**src/rtl/rbd_pkg.sv**
```systemverilog
package rbd_pkg;
  localparam int CELL_W = 8;
  typedef logic [CELL_W-1:0] cell_t;
endpackage

```
**src/rtl/rbd_cell_array.sv**
```systemverilog
module rbd_cell_array
  import rbd_pkg::*;
#(
  parameter int ROW_AW = 4,
  parameter int COL_AW = 4
) (
  input  logic                          clk,
  input  logic                          rst_n,
  input  logic [ROW_AW-1:0]             rd_idx,
  output logic [(1<<COL_AW)*CELL_W-1:0] rd_row,
  input  logic                          wr_en,
  input  logic [ROW_AW-1:0]             wr_idx,
  input  logic [(1<<COL_AW)*CELL_W-1:0] wr_row
);
  localparam int ROWS  = 1 << ROW_AW;
  localparam int ROW_W = (1 << COL_AW) * CELL_W;

  logic [ROW_W-1:0] grid [ROWS];

  always_ff @(posedge clk or negedge rst_n) begin
    if (!rst_n) begin
      for (int r = 0; r < ROWS; r++) grid[r] <= '0;
    end else if (wr_en) begin
      grid[wr_idx] <= wr_row;
    end
  end

  assign rd_row = grid[rd_idx];
endmodule

```
**src/rtl/rbd_row_buffer.sv**
```systemverilog
module rbd_row_buffer
  import rbd_pkg::*;
#(
  parameter int COL_AW = 4
) (
  input  logic                          clk,
  input  logic                          rst_n,
  input  logic                          load_en,
  input  logic [(1<<COL_AW)*CELL_W-1:0] load_row,
  input  logic                          wr_en,
  input  logic [COL_AW-1:0]             col_idx,
  input  cell_t                         wr_data,
  output logic [(1<<COL_AW)*CELL_W-1:0] row_flat,
  output cell_t                         rd_data
);
  localparam int COLS = 1 << COL_AW;

  cell_t slot [COLS];

  genvar g;
  generate
    for (g = 0; g < COLS; g++) begin : g_slot
      always_ff @(posedge clk or negedge rst_n) begin
        if (!rst_n)
          slot[g] <= '0;
        else if (load_en)
          slot[g] <= load_row[g*CELL_W +: CELL_W];
        else if (wr_en && (col_idx == COL_AW'(g)))
          slot[g] <= wr_data;
      end
      assign row_flat[g*CELL_W +: CELL_W] = slot[g];
    end
  endgenerate

  assign rd_data = slot[col_idx];
endmodule

```
**src/rtl/rbd_seq.sv**
```systemverilog
module rbd_seq #(
  parameter int ROW_AW = 4,
  parameter int COL_AW = 4,
  parameter int ADDR_W = 4
) (
  input  logic              clk,
  input  logic              rst_n,
  input  logic [ADDR_W-1:0] addr,
  input  logic              row_strobe,
  input  logic              col_strobe,
  input  logic              col_write,
  input  logic              close_row,
  input  logic              cmd_ready,
  output logic              wb_en,
  output logic [ROW_AW-1:0] wb_idx,
  output logic              load_en,
  output logic [ROW_AW-1:0] load_idx,
  output logic              bypass,
  output logic              col_wr_en,
  output logic              col_rd_en,
  output logic [COL_AW-1:0] col_idx
);
  logic              open_q;
  logic [ROW_AW-1:0] row_q;
  logic              col_take;

  always_ff @(posedge clk or negedge rst_n) begin
    if (!rst_n) begin
      open_q <= 1'b0;
      row_q  <= '0;
    end else if (row_strobe) begin
      open_q <= 1'b1;
      row_q  <= load_idx;
    end else if (close_row) begin
      open_q <= 1'b0;
    end
  end

  assign load_idx  = addr[ROW_AW-1:0];
  assign col_idx   = addr[COL_AW-1:0];
  assign load_en   = row_strobe;
  assign wb_en     = open_q && (row_strobe || close_row);
  assign wb_idx    = row_q;
  assign bypass    = open_q && (load_idx == row_q);
  assign col_take  = col_strobe && open_q && cmd_ready && !row_strobe && !close_row;
  assign col_wr_en = col_take && col_write;
  assign col_rd_en = col_take && !col_write;
endmodule

```
**src/rtl/rbd_rsp.sv**
```systemverilog
module rbd_rsp
  import rbd_pkg::*;
(
  input  logic  clk,
  input  logic  rst_n,
  input  logic  rd_take,
  input  cell_t rd_data,
  input  logic  rsp_ready,
  output logic  rsp_valid,
  output cell_t rsp_data,
  output logic  cmd_ready
);
  always_ff @(posedge clk or negedge rst_n) begin
    if (!rst_n) begin
      rsp_valid <= 1'b0;
      rsp_data  <= '0;
    end else if (rd_take) begin
      rsp_valid <= 1'b1;
      rsp_data  <= rd_data;
    end else if (rsp_ready) begin
      rsp_valid <= 1'b0;
    end
  end

  assign cmd_ready = !rsp_valid || rsp_ready;
endmodule

```
**src/rtl/rowbuf_dram.sv**
```systemverilog
module rowbuf_dram
  import rbd_pkg::*;
#(
  parameter int ROW_AW = 4,
  parameter int COL_AW = 4,
  localparam int ADDR_W = (ROW_AW > COL_AW) ? ROW_AW : COL_AW
) (
  input  logic              clk,
  input  logic              rst_n,
  input  logic [ADDR_W-1:0] addr,
  input  logic              row_strobe,
  input  logic              col_strobe,
  input  logic              col_write,
  input  logic [7:0]        wdata,
  input  logic              close_row,
  output logic              cmd_ready,
  output logic              rsp_valid,
  input  logic              rsp_ready,
  output logic [7:0]        rsp_data
);
  localparam int ROW_W = (1 << COL_AW) * CELL_W;

  logic              wb_en, load_en, bypass, col_wr_en, col_rd_en;
  logic [ROW_AW-1:0] wb_idx, load_idx;
  logic [COL_AW-1:0] col_idx;
  logic [ROW_W-1:0]  arr_row, buf_row, load_row;
  cell_t             buf_byte;

  rbd_seq #(.ROW_AW(ROW_AW), .COL_AW(COL_AW), .ADDR_W(ADDR_W)) u_seq (
    .clk(clk), .rst_n(rst_n), .addr(addr),
    .row_strobe(row_strobe), .col_strobe(col_strobe), .col_write(col_write),
    .close_row(close_row), .cmd_ready(cmd_ready),
    .wb_en(wb_en), .wb_idx(wb_idx), .load_en(load_en), .load_idx(load_idx),
    .bypass(bypass), .col_wr_en(col_wr_en), .col_rd_en(col_rd_en), .col_idx(col_idx)
  );

  rbd_cell_array #(.ROW_AW(ROW_AW), .COL_AW(COL_AW)) u_array (
    .clk(clk), .rst_n(rst_n),
    .rd_idx(load_idx), .rd_row(arr_row),
    .wr_en(wb_en), .wr_idx(wb_idx), .wr_row(buf_row)
  );

  assign load_row = bypass ? buf_row : arr_row;

  rbd_row_buffer #(.COL_AW(COL_AW)) u_buf (
    .clk(clk), .rst_n(rst_n),
    .load_en(load_en), .load_row(load_row),
    .wr_en(col_wr_en), .col_idx(col_idx), .wr_data(wdata),
    .row_flat(buf_row), .rd_data(buf_byte)
  );

  rbd_rsp u_rsp (
    .clk(clk), .rst_n(rst_n),
    .rd_take(col_rd_en), .rd_data(buf_byte), .rsp_ready(rsp_ready),
    .rsp_valid(rsp_valid), .rsp_data(rsp_data), .cmd_ready(cmd_ready)
  );
endmodule

```
**config.mk**
```make
export PLATFORM = sky130hd
export DESIGN_NAME = rowbuf_dram
export DESIGN_NICKNAME = d
export VERILOG_FILES = /design/src/rtl/rbd_pkg.sv /design/src/rtl/rbd_cell_array.sv /design/src/rtl/rbd_row_buffer.sv /design/src/rtl/rbd_seq.sv /design/src/rtl/rbd_rsp.sv /design/src/rtl/rowbuf_dram.sv
export SDC_FILE = /design/constraint.sdc
export NUM_CORES = 2
export LEC_CHECK = 0
export CAP_MARGIN = 25
export CORE_MARGIN = 3
export CORE_UTILIZATION = 50
export CTS_CLUSTER_DIAMETER = 40
export DETAILED_ROUTE_END_ITERATION = 8
export PLACE_DENSITY_LB_ADDON = 0.25
export RECOVER_POWER = 100
export SLEW_MARGIN = 25
export SYNTH_ARGS = -nofsm -noshare
export SYNTH_HDL_FRONTEND = slang
export SYNTH_SLANG_ARGS = --single-unit
```
**constraint.sdc**
```tcl
create_clock -name clk -period 3.6 [get_ports clk]
set_input_delay 0.36 -clock clk [delete_from_list [all_inputs] [get_ports clk]]
set_output_delay 0.36 -clock clk [all_outputs]
set_load 0.01 [all_outputs]
```
==> impl_metrics.env <==
export IMPL_wl_per_cell_um=29.3
export IMPL_period_needed_ns=3.26
export IMPL_worstSetupStartpoint="u_seq.open_q"
export IMPL_firstDrtPassIters=5
export IMPL_synth_seq_cells=2190
export IMPL_start_util_pct=50.6
export IMPL_path_class="reg -> reg"
export IMPL_clkTransAtPathRegs_ns=0.06
export IMPL_p_leak_nw=49.1
export IMPL_die_area_um2=204000
export IMPL_drtIter0Drc=4946
export IMPL_antenna_found_initial=9
export IMPL_worstPathArrival_ns=4.04
export IMPL_cts_buffer_depth=4
export IMPL_clkLatencyLatePin_ns=0.96
export IMPL_yosysUniqueCellTypes=54
export IMPL_relSlewSlack_pct=-42.9
export IMPL_area_growth_pct=14.8
export IMPL_rsz0062_at_grt="false"
export IMPL_reg2regPathDepth=5
export IMPL_power_density_nw_per_um2=784
export IMPL_drv_slew=272
export IMPL_status="finished with violations"
export IMPL_finish_instance_area_um2=114000
export IMPL_port_buffers=28
export IMPL_final_hold_viol_count=0
export IMPL_seq_area_um2=54800
export IMPL_worstPathCellList="o21ai_0 -> or3_1 -> nor2_4 -> clkbuf_2 -> mux2_2"
export IMPL_multi_input_area_um2=41700
export IMPL_drt_total_wl_mm=268
export IMPL_synth_edf_count=0
export IMPL_ios=29
export IMPL_ys_top_cells_by_area="dfrtp_1 55%, mux2_2 21%, mux4_2 12%"
export IMPL_grt_start_max_net_pins=127
export IMPL_required_ns=4.38
export IMPL_synthCells=6298
export IMPL_gp_congestion=0.790
export IMPL_die_w_um=451
export IMPL_slowest_delay_ns=1.02
export IMPL_hpwl_mm=149
export IMPL_tightest_slew_ns=2.14
export IMPL_max_freq_ghz=0.307
export IMPL_setup_viol=0
export IMPL_cts_sinks=2190
export IMPL_fin_worst_hold_slack_ns=0.0563
export IMPL_synthArstFlopShare_pct=100
export IMPL_htree_levels=5
export IMPL_synthFlopType="dfrtp_1"
export IMPL_worst_hold_path_type="in -> reg"
export IMPL_skew_ns=0.103
export IMPL_vias=58700
export IMPL_grt_pass1_wl_mm=408
export IMPL_critPathMaxFanout=29
export IMPL_endpoint="u_array.grid[1125]"
export IMPL_dp_cells=8560
export IMPL_synthesis_area_um2=99200
export IMPL_overflow=0
export IMPL_cts_buffers=329
export IMPL_cts_tree="yes"
export IMPL_post_route_period_util_pct=90.5
export IMPL_synthesis_nets=6317
export IMPL_r2r_start="u_seq.open_q"
export IMPL_total_power_mw=89.3
export IMPL_mostFrequentLayoutCell="dfrtp_1"
export IMPL_cts_root_buf="clkbuf_16"
export IMPL_r2r_end="u_array.grid[1125]"
export IMPL_final_layout_size_suffix_gt1_share_pct=49.5
export IMPL_rows=162
export IMPL_critPathCaptureType="flop"
export IMPL_timing_final_ws_setup_ns=0.342
export IMPL_fin_util_pct=58.1
export IMPL_fin_nets=6289
export IMPL_critPathSlowestCell="clkbuf_2"
export IMPL_preCtsSetupSlack_ns=0.542
export IMPL_dpl_cell_area_um2=103000
export IMPL_drcViolationCount=0
export IMPL_vdd_ir_drop_max_mv=0.615
export IMPL_core_area_um2=196000
export IMPL_syn_area_per_cell_um2=15.7
export IMPL_cts_resized_gates=0
export IMPL_fin_setup_tns_ns=0
export IMPL_cap_violations=5
export IMPL_seq_area_frac_synth_pct=55.3
export IMPL_violations="capacitance limit, slew limit"
export IMPL_holdPathStages=3
export IMPL_fin_cells=9147
export IMPL_synth_top_area_cell="dfrtp_1"
export IMPL_nFillCells=14900
export IMPL_synth_top_area_share_pct=55.3
export IMPL_die_height_um=451
export IMPL_drtAntennaViolNets=0
export IMPL_avgViaCountPerCell=6.41
export IMPL_grt_pass1_vias=62300
export IMPL_r2r_slack_ns=0.34
export IMPL_synth_warnings=0
export IMPL_ctsHoldBuffers=3
export IMPL_critPathLaunchType="flop"
export IMPL_cts_setup_buffers=0
export IMPL_layout_common_cells="2190 x dfrtp_1, 1888 x mux2_2, 544 x mux4_2"
export IMPL_track_usage_pct=26.5
[critical path, delay by kind of cell (launching register included)]
family	cells	cell delay [ns]
AO/OA/AOI/OAI	1	0.20
buffers and inverters	1	1.02
AND/OR/NAND/NOR	2	0.83
multiplexers	1	0.42
flip-flops	1	0.53
[worst min path at each step]
stage,start,endpoint
floorplan,rst_n,u_array.grid[0]
CTS,addr[2],u_seq.wb_idx[2]
global placement,rst_n,u_array.grid[302]
detailed placement,rst_n,u_array.grid[545]
global route,addr[2],u_seq.wb_idx[2]
finish,addr[2],u_seq.wb_idx[2]
[Yosys cell counts, types with 17 or more instances]
library cell,number
o21ai_0,17
buf_4,32
nand2_1,37
mux2_1,162
a221o_1,24
a21oi_1,104
nor4_1,105
a22o_1,208
o21ai_1,90
dfrtp_1,2190
a22oi_1,48
mux4_2,544
a31oi_1,105
mux2_2,1889
clkbuf_1,151
buf_2,273
buf_1,164
[routing by layer]
layer,track usage [%],routed length [µm]
met1,37.3,115000
met2,41.9,127000
met3,4.87,17300
met4,8.50,8630
met5,0,0
[state kept, by name, indices dropped and copies added (netlist names)]
name / count
u_rsp.rsp_valid: 1
u_rsp.rsp_data: 8
u_buf.row_flat: 128
u_seq.open_q: 1
u_seq.wb_idx: 4
u_array.grid: 2048
[report_power, final]
part | switching, mW | total (mW) | internal [mW]
sequential | 6.04 | 40.0 | 34.0
combinational | 5.74 | 17.1 | 11.4
clock | 11.7 | 32.1 | 20.4
[area by class of cell]
type	instances	area share [%]
flip-flops and latches	2190	48.1
multi-input cells	3479	36.6
clock buffers	415	8.04
well taps	2624	2.88
repair buffers	266	2.58
clock inverters	163	1.73
inverters	4	0.0132
diodes	6	0.0132
[cell families (layout without fill, tap and decap cells)]
logic type,after synthesis,in the layout,share of synthesized area (%)
simple gates,253,253,1.71
mux,2611,2611,35.8
flops,2190,2190,55.3
other cells,0,6,0
xor+xnor,4,4,0.0353
compound gates,611,611,4.32
buf+inv,629,848,2.88
Note: power is estimated with default switching activity, not from simulation.
